`config.mk`:
```
export PLATFORM = sky130hd
export DESIGN_NAME = dram_page_ctrl
export DESIGN_NICKNAME = d
export VERILOG_FILES = /design/src/rtl/dpc_pkg.sv /design/src/rtl/dpc_row_track.sv /design/src/rtl/dpc_lane_map.sv /design/src/rtl/dpc_seq.sv /design/src/rtl/dram_page_ctrl.sv
export SDC_FILE = /design/constraint.sdc
export NUM_CORES = 1
export LEC_CHECK = 0
export CAP_MARGIN = 20
export CORE_MARGIN = 4
export CORE_UTILIZATION = 63
export CTS_BUF_LIST = sky130_fd_sc_hd__clkbuf_8
export CTS_CLUSTER_DIAMETER = 30
export DETAILED_ROUTE_END_ITERATION = 16
export DONT_BUFFER_PORTS = 1
export PLACE_DENSITY = 0.83
export RECOVER_POWER = 25
export SLEW_MARGIN = 40
export SYNTH_ARGS = -nofsm -noshare
export SYNTH_HDL_FRONTEND = slang
export SYNTH_SLANG_ARGS = --single-unit
```
`constraint.sdc`:
```
create_clock -name clk_i -period 2.2 [get_ports clk_i]
set_clock_uncertainty 0.15 [all_clocks]
set_input_delay 0.11 -clock clk_i [delete_from_list [all_inputs] [get_ports clk_i]]
set_output_delay 0.11 -clock clk_i [all_outputs]
set_load 0.01 [all_outputs]
```
`src/rtl/dpc_pkg.sv`:
```
package dpc_pkg;
  typedef enum logic [2:0] {
    ST_IDLE = 3'd0,
    ST_PRE1 = 3'd1,
    ST_PRE2 = 3'd2,
    ST_ROW  = 3'd3,
    ST_COL  = 3'd4
  } dpc_state_e;

  typedef struct packed {
    logic cas_h;
    logic cas_l;
    logic we_h;
    logic we_l;
  } lane_en_t;
endpackage

```
`src/rtl/dpc_row_track.sv`:
```
module dpc_row_track #(
  parameter int ROW_W = 8
) (
  input  logic             clk_i,
  input  logic             rst_ni,
  input  logic             open_i,
  input  logic             close_i,
  input  logic [ROW_W-1:0] load_row_i,
  input  logic [ROW_W-1:0] cmp_row_i,
  output logic             vld_o,
  output logic             hit_o
);
  logic [ROW_W-1:0] row_q;
  logic             vld_q;

  always_ff @(posedge clk_i or negedge rst_ni) begin
    if (!rst_ni) begin
      row_q <= '0;
      vld_q <= 1'b0;
    end else if (close_i) begin
      vld_q <= 1'b0;
    end else if (open_i) begin
      row_q <= load_row_i;
      vld_q <= 1'b1;
    end
  end

  assign vld_o = vld_q;
  assign hit_o = vld_q && (row_q == cmp_row_i);
endmodule

```
`src/rtl/dpc_lane_map.sv`:
```
module dpc_lane_map
  import dpc_pkg::*;
(
  input  logic     bus16_i,
  input  logic     byte_i,
  input  logic     a0_i,
  input  logic     wr_i,
  input  logic     dual_we_i,
  output lane_en_t en_o
);
  logic hi_sel, lo_sel;

  // addr bit 0 = 0 addresses the high lane
  assign hi_sel = !byte_i || !a0_i;
  assign lo_sel = !byte_i || a0_i;

  always_comb begin
    en_o = '0;
    if (!bus16_i) begin
      en_o.cas_l = 1'b1;
      en_o.we_l  = wr_i;
    end else if (!dual_we_i) begin
      en_o.cas_h = hi_sel;
      en_o.cas_l = lo_sel;
      en_o.we_l  = wr_i;
    end else begin
      en_o.cas_l = 1'b1;
      en_o.we_h  = wr_i && hi_sel;
      en_o.we_l  = wr_i && lo_sel;
    end
  end
endmodule

```
`src/rtl/dpc_seq.sv`:
```
module dpc_seq
  import dpc_pkg::*;
(
  input  logic       clk_i,
  input  logic       rst_ni,
  input  logic       req_i,
  input  logic       hit_i,
  input  logic       vld_i,
  input  logic       hold_i,
  input  logic       pre2_i,
  input  logic       burst_i,
  output dpc_state_e state_o,
  output logic       accept_o
);
  dpc_state_e state_q, state_d;
  logic       pend_q, pend_d;

  assign accept_o = (state_q == ST_IDLE) && req_i;

  always_comb begin
    state_d = state_q;
    pend_d  = pend_q;
    unique case (state_q)
      ST_IDLE: begin
        if (req_i) begin
          pend_d = 1'b1;
          if (burst_i && hit_i) state_d = ST_COL;
          else if (vld_i)       state_d = ST_PRE1;
          else                  state_d = ST_ROW;
        end else if (vld_i && !hold_i) begin
          state_d = ST_PRE1;
        end
      end
      ST_PRE1: begin
        if (pre2_i)      state_d = ST_PRE2;
        else if (pend_q) state_d = ST_ROW;
        else             state_d = ST_IDLE;
      end
      ST_PRE2: state_d = pend_q ? ST_ROW : ST_IDLE;
      ST_ROW:  state_d = ST_COL;
      ST_COL: begin
        pend_d  = 1'b0;
        state_d = hold_i ? ST_IDLE : ST_PRE1;
      end
      default: state_d = ST_IDLE;
    endcase
  end

  always_ff @(posedge clk_i or negedge rst_ni) begin
    if (!rst_ni) begin
      state_q <= ST_IDLE;
      pend_q  <= 1'b0;
    end else begin
      state_q <= state_d;
      pend_q  <= pend_d;
    end
  end

  assign state_o = state_q;
endmodule

```
`src/rtl/dram_page_ctrl.sv`:
```
module dram_page_ctrl
  import dpc_pkg::*;
#(
  parameter int ROW_W = 8,
  parameter int COL_W = 8,
  localparam int ADDR_W = ROW_W + COL_W,
  localparam int MA_W   = (ROW_W > COL_W) ? ROW_W : COL_W
) (
  input  logic              clk_i,
  input  logic              rst_ni,
  input  logic              req_i,
  input  logic              wr_i,
  input  logic              bus16_i,
  input  logic              byte_i,
  input  logic [ADDR_W-1:0] addr_i,
  input  logic              cfg_dual_we_i,
  input  logic              cfg_row_hold_i,
  input  logic              cfg_pre2_i,
  input  logic              cfg_burst_i,
  output logic              ack_o,
  output logic              ras_no,
  output logic              cash_no,
  output logic              casl_no,
  output logic              weh_no,
  output logic              wel_no,
  output logic [MA_W-1:0]   ma_o
);
  dpc_state_e        state;
  logic              accept, row_vld, row_hit;
  logic [ADDR_W-1:0] addr_q;
  logic              wr_q, bus16_q, byte_q;
  lane_en_t          lane_en;
  logic              in_col;

  always_ff @(posedge clk_i or negedge rst_ni) begin
    if (!rst_ni) begin
      addr_q  <= '0;
      wr_q    <= 1'b0;
      bus16_q <= 1'b0;
      byte_q  <= 1'b0;
    end else if (accept) begin
      addr_q  <= addr_i;
      wr_q    <= wr_i;
      bus16_q <= bus16_i;
      byte_q  <= byte_i;
    end
  end

  dpc_seq u_seq (
    .clk_i    (clk_i),
    .rst_ni   (rst_ni),
    .req_i    (req_i),
    .hit_i    (row_hit),
    .vld_i    (row_vld),
    .hold_i   (cfg_row_hold_i),
    .pre2_i   (cfg_pre2_i),
    .burst_i  (cfg_burst_i),
    .state_o  (state),
    .accept_o (accept)
  );

  dpc_row_track #(.ROW_W(ROW_W)) u_row (
    .clk_i      (clk_i),
    .rst_ni     (rst_ni),
    .open_i     (state == ST_ROW),
    .close_i    (state == ST_PRE1),
    .load_row_i (addr_q[ADDR_W-1:COL_W]),
    .cmp_row_i  (addr_i[ADDR_W-1:COL_W]),
    .vld_o      (row_vld),
    .hit_o      (row_hit)
  );

  dpc_lane_map u_lane (
    .bus16_i   (bus16_q),
    .byte_i    (byte_q),
    .a0_i      (addr_q[0]),
    .wr_i      (wr_q),
    .dual_we_i (cfg_dual_we_i),
    .en_o      (lane_en)
  );

  assign in_col  = (state == ST_COL);
  assign ack_o   = in_col;
  assign ras_no  = !((state == ST_ROW) || in_col || ((state == ST_IDLE) && row_vld));
  assign cash_no = !(in_col && lane_en.cas_h);
  assign casl_no = !(in_col && lane_en.cas_l);
  assign weh_no  = !(in_col && lane_en.we_h);
  assign wel_no  = !(in_col && lane_en.we_l);

  always_comb begin
    ma_o = '0;
    if (in_col) ma_o[COL_W-1:0] = addr_q[COL_W-1:0];
    else        ma_o[ROW_W-1:0] = addr_q[ADDR_W-1:COL_W];
  end
endmodule

```
* Word level (Yosys, flattened, before mapping)
Index checks and enable logic that the tools add are counted.
** Cells by class
- Reductions and logical operators :: 28
- Bitwise logic cells :: 1
- Multiplexer cells :: 21
- Equal/unequal tests :: 7
** Operator list (number)
- $pmux W3 S5 :: 1
- $mux W1 :: 12
- $mux W3 :: 4
- $logic_and A1 B1 Y1 :: 11
- $eq A8 B8 Y1 :: 1
- $logic_not A1 Y1 :: 8
- $mux W8 :: 1
- $eq A3 B2 Y1 const B :: 2
- $logic_or A1 B1 Y1 :: 4
- $mux W2 :: 2
- $reduce_and A2 Y1 :: 2
- $reduce_bool A2 Y1 :: 2
- $eq A3 B1 Y1 const B :: 1
- $eq A3 B3 Y1 const B :: 1
- $logic_not A3 Y1 :: 1
- $ne A3 B2 Y1 const B :: 1
- $ne A2 B2 Y1 const B :: 1
- $pmux W1 S2 :: 1
- $not A1 Y1 :: 1
** Storage, ports and cells
- Bits in registers :: 32
- Logic and storage cells :: 65
- Output and inout bits :: 14
- Bits of input ports :: 26

* Longest topological paths before layout
- Depth after elaboration :: 7
- Gate-level depth with buffers :: 5
- Gate-level depth less buffers :: 4

* Modules after synthesis
A second synthesis with hierarchy kept.
** Unflattened totals
- Cells, all modules :: 126
- Area total of the unflattened synthesis :: 1652.8 sq um
** By module, submodules not included
- dram_page_ctrl :: area an instance 888.4 sq um, cells each 59, times used 1, seq. area each 475.5 sq um
- dpc_row_track :: area an instance 467.9 sq um, cells each 33, times used 1, seq. area each 225.2 sq um
- dpc_seq :: area an instance 251.5 sq um, cells each 27, times used 1, seq. area each 100.1 sq um
- dpc_lane_map :: area an instance 45.0 sq um, cells each 7, times used 1, seq. area each 0.0 sq um

* Worst setup path after synthesis
OpenSTA, ideal clock, no wires.
- Path type :: flip-flop to flip-flop
- From :: reg u_seq.state_q[2], in the netlist u_seq.state_o[2]
- To :: reg addr_q[0]
- Path slack :: 614 ps
- Cell stages (with the launch flop) :: 5
- Library setup time :: 125 ps
- Data arrival time :: 1311 ps
- Cells stage by stage :: dfrtp_1 -> nor3_1 -> and2_1 -> buf_4 -> mux2_2
** Between the ends
- Cells in the longest elaborated chain, start to end :: 2
** Ends and longest elaborated chain
- from (decl) :: RTL line dpc_seq.sv:15 : dpc_state_e state_q, state_d;
- from (signal assigned) :: RTL line dpc_seq.sv:54 : state_q <= state_d;
- $logic_not A3 Y1 :: RTL line dpc_seq.sv:18 : assign accept_o = (state_q == ST_IDLE) && req_i;
- $logic_and A1 B1 Y1 :: RTL line dpc_seq.sv:18
- to (signal assigned) :: RTL line dram_page_ctrl.sv:42 : addr_q <= addr_i;
- to (decl) :: RTL line dram_page_ctrl.sv:30 : logic [ADDR_W-1:0] addr_q;
No other way between the ends.
A chain may end at the register's enable or synchronous reset.

* Final worst setup path
- From :: reg u_seq.state_q[0], in the netlist u_seq.state_o[0]
- To :: out ma_o[0]
** Between the ends
- Cells in the longest elaborated chain, start to end :: 2
** Ends and longest elaborated chain
- $eq A3 B3 Y1 :: RTL line dram_page_ctrl.sv:82 : assign in_col = (state == ST_COL);
- named net ack_o :: RTL line dram_page_ctrl.sv:20 : output logic ack_o,
- $mux W8 :: RTL line dram_page_ctrl.sv:92 : if (in_col) ma_o[COL_W-1:0] = addr_q[COL_W-1:0];
- to (decl) :: RTL line dram_page_ctrl.sv:26 : output logic [MA_W-1:0] ma_o
The timed path passes the listed nets, and every way through them passes these cells.

==> out/results.txt <==
Seq/Total Area, Yosys -> 52.55%
Port Buffers -> 0
Ant diodes -> 0
Critical path class -> flop to output pin
CP delay by family, top -> flip-flops
Reg power frac -> 41.4%
CP max stage delay -> 0.46 ns
Clock sinks -> 32
Switching Share -> 32.68%
Asr flop ratio synth -> 100.0%
Slew HR -> 9.877%
Syn Nets -> 143
Worst-path clk slew -> 0.07 ns
DR pass1 iterations -> 4
CP cell instances -> nor2_1, nand2_1, inv_2, mux2_2
Synth cell types -> 28
Clock power share -> 22.8%
Post-synth EDFFs -> 0
Most common cell after layout, fill and taps aside -> mux2_2
Area leader, netlist -> dfrtp_1
Die height -> 57.19 um
GP Congestion -> 0.8246
Max Slew Vio Count -> 0
Residual DRC -> 0
Io pins -> 40
FF-to-FF setup slack -> 0.28 ns
Root buffer cell -> clkbuf_8
DRT iter0 DRCs -> 41
Final hold viol count -> 0
Reg-to-Reg End -> addr_q[10]
Seq. cell area -> 800.8 um^2
Reg2reg start -> u_seq.state_o[0]
CP bufs+invs -> 1
Synthesized instance count -> 117
Worst VDD drop -> 1049 uV
Setup violations, final -> 0
Clock buffer count from CTS -> 5
Setup TNS -> 0 ns
Total grt overflow -> 0
RSZ-0062 raised after global routing -> false
Clock Latency Late Sink -> 0.29 ns
Synthesized area -> 1524 um^2
Int Pwr -> 1.826 mW
Share of cells above drive strength 1 -> 32.88%
Top post-synthesis cells by area -> dfrtp_1 53%, mux2_2 25%, xor2_1 2.9%
Post-DR vias/cell -> 5.948
Tcrit/Tclk final -> 92.70%
Leak -> 0.8162 nW
Hold WC Path Type -> input pin to flop
Worst Path Max Fanout -> 14
Primary flip-flop cell chosen by synthesis mapping -> dfrtp_1
Critical path capture point type -> output pin
Initial antenna violation count -> 0
Syn-to-layout area delta -> 25.45%
Worst Setup SP -> u_seq.state_o[0]
Chip width -> 57.19 um
DRT Wirelength -> 3.196 mm
Initial Util -> 67.59%
Yosys reg bits -> 32
Largest net degree at the start of global routing -> 33
DP HPWL -> 1.857 mm
Max-Cap Viols -> 0
Die ar. -> 3270 um^2
Pwr dens -> 1418 nW/um^2
Max clock buf depth -> 2
Core Util, Final -> 84.79%
Vias -> 1035
Synth Area per Inst -> 13.03 um^2
Slowest CP cell -> dfrtp_1
Top-area cell type share of the netlist area -> 52.55%
Setup WS pre-CTS -> 0.3247 ns
Most frequent cells in the layout -> 34 x mux2_2, 32 x dfrtp_1, 22 x dlygate4sd3_1
Final WS setup -> 0.1606 ns
Crit path DAT -> 1.78 ns
Type of origin of the critical path -> flop
Total core area -> 2255 um^2
FF-to-FF path depth -> 4
Net Switching -> 886.1 uW
Routed Antenna Nets -> 0
Number of cells on the critical path -> 4
Final Critical Period -> 2.039 ns
Fillers -> 119
Power share of the combinational group -> 35.9%
Synthesis Warnings -> 0
Vias in the first global route -> 1131
Area of the multi-input gates -> 686.9 um^2
Highest clock rate -> 0.4903 GHz
CTS tree -> built
Worst-Margin Slew -> 1.352 ns
Row count -> 17
Status -> finished clean
Wire per inst -> 18.37 um
Global-route wire length before repair -> 5.168 mm
Final nets -> 171
H-Tree Depth -> 2
CP required -> 1.94 ns
Global Route Usage Sum -> 21.73%
Worst setup path endpoint -> ma_o[0]
## worst min path at each step
| stage | startpoint | endpoint | slack [ns] | cells past startpoint |
|---|---|---|---|---|
| after floorplan | rst_ni | addr_q[0] | -0.34 | 0 |
| after global placement | rst_ni | u_row.vld_o | -0.33 | 0 |
| after detailed placement | rst_ni | u_row.vld_o | -0.33 | 0 |
| after CTS | cfg_pre2_i | u_seq.state_o[1] | 0.02 | 4 |
| after global routing | cfg_pre2_i | u_seq.state_o[1] | 0.04 | 4 |
| final | addr_i[8] | u_seq.state_o[0] | 0.01 | 4 |
## per-stage QoR
| step | power (mW) | cells | cell area [um^2] | hold slack, ns |
|---|---|---|---|---|
| after detailed placement | 2.023 | 142 | 1541 | -0.3347 |
| after global placement | 1.966 | 142 | 1541 | -0.3348 |
| after CTS | 2.710 | 173 | 1908 | 0.01965 |
| after global routing | 2.888 | 174 | 1912 | 0.04193 |
| final | 2.712 | 174 | 1912 | 0.01262 |
| after floorplan | 1.866 | 117 | 1524 | -0.3356 |
## repair_timing
action                                  4_1_cts  5_1_grt
endpoints found under the setup margin        0        1
resized for setup                             0        1
hold buffers                                 23        1
hold endpoints to repair                     52        1
buffers inserted                              0        1
## worst register-to-register path, stage by stage (launching register included)
cell	delay (ns)
dfrtp_1	0.46
nor3_1	0.34
and2_1	0.18
buf_4	0.28
mux2_2	0.39
## power groups by stage
stage               logic (mW)  clock network (mW)  registers, mW
global route              1.06               0.661           1.17
detailed placement       0.901                   0           1.12
global placement         0.867                   0           1.10
finish                   0.972               0.618           1.12
CTS                      0.983               0.616           1.11
floorplan                0.807                   0           1.06
## flip-flops by register name, indices dropped and copies added (netlist names)
| name | flops |
|---|---|
| u_row.vld_o | 1 |
| u_row.row_q | 8 |
| u_seq.pend_q | 1 |
| byte_q | 1 |
| wr_q | 1 |
| u_seq.state_o | 3 |
| addr_q | 16 |
| bus16_q | 1 |
## cell type report
class	instances	area share, %
clock buffer	7	5.039
clock inverter	1	1.571
inverter	4	0.7853
multi-input combinational	77	35.93
sequential	32	41.88
tap	28	1.832
timing repair buffer	25	12.96
## cell families (layout without fill, tap and decap cells)
kind of cell / count (synthesis) / in the layout / synth area share (%)
mux: 35 / 35 / 25.86
compound gates: 10 / 10 / 4.187
simple gates: 24 / 24 / 10.18
xor+xnor: 8 / 8 / 4.598
flops: 32 / 32 / 52.55
buf+inv: 8 / 37 / 2.627
## layer usage
| layer | routed length [um] | GRT usage (%) | up-vias |
|---|---|---|---|
| met5 | 0 | 0 | - |
| met4 | 72 | 12.25 | 0 |
| met3 | 204 | 7.692 | 8 |
| met2 | 1657 | 37.03 | 41 |
| li1 | - | - | 471 |
| met1 | 1262 | 23.29 | 515 |
## synthesized netlist by cell type, types with 2 or more instances
master and number:
o21ai_0 4, inv_1 3, buf_4 2, nand3_1 4
nor2_1 4, nand2_1 4, nand4b_1 2, xor2_1 5
dfrtp_1 32, xnor2_1 3, buf_2 2, mux2_2 34
nor2b_1 2, and2_1 2
Note: power is estimated with default switching activity, not from simulation.
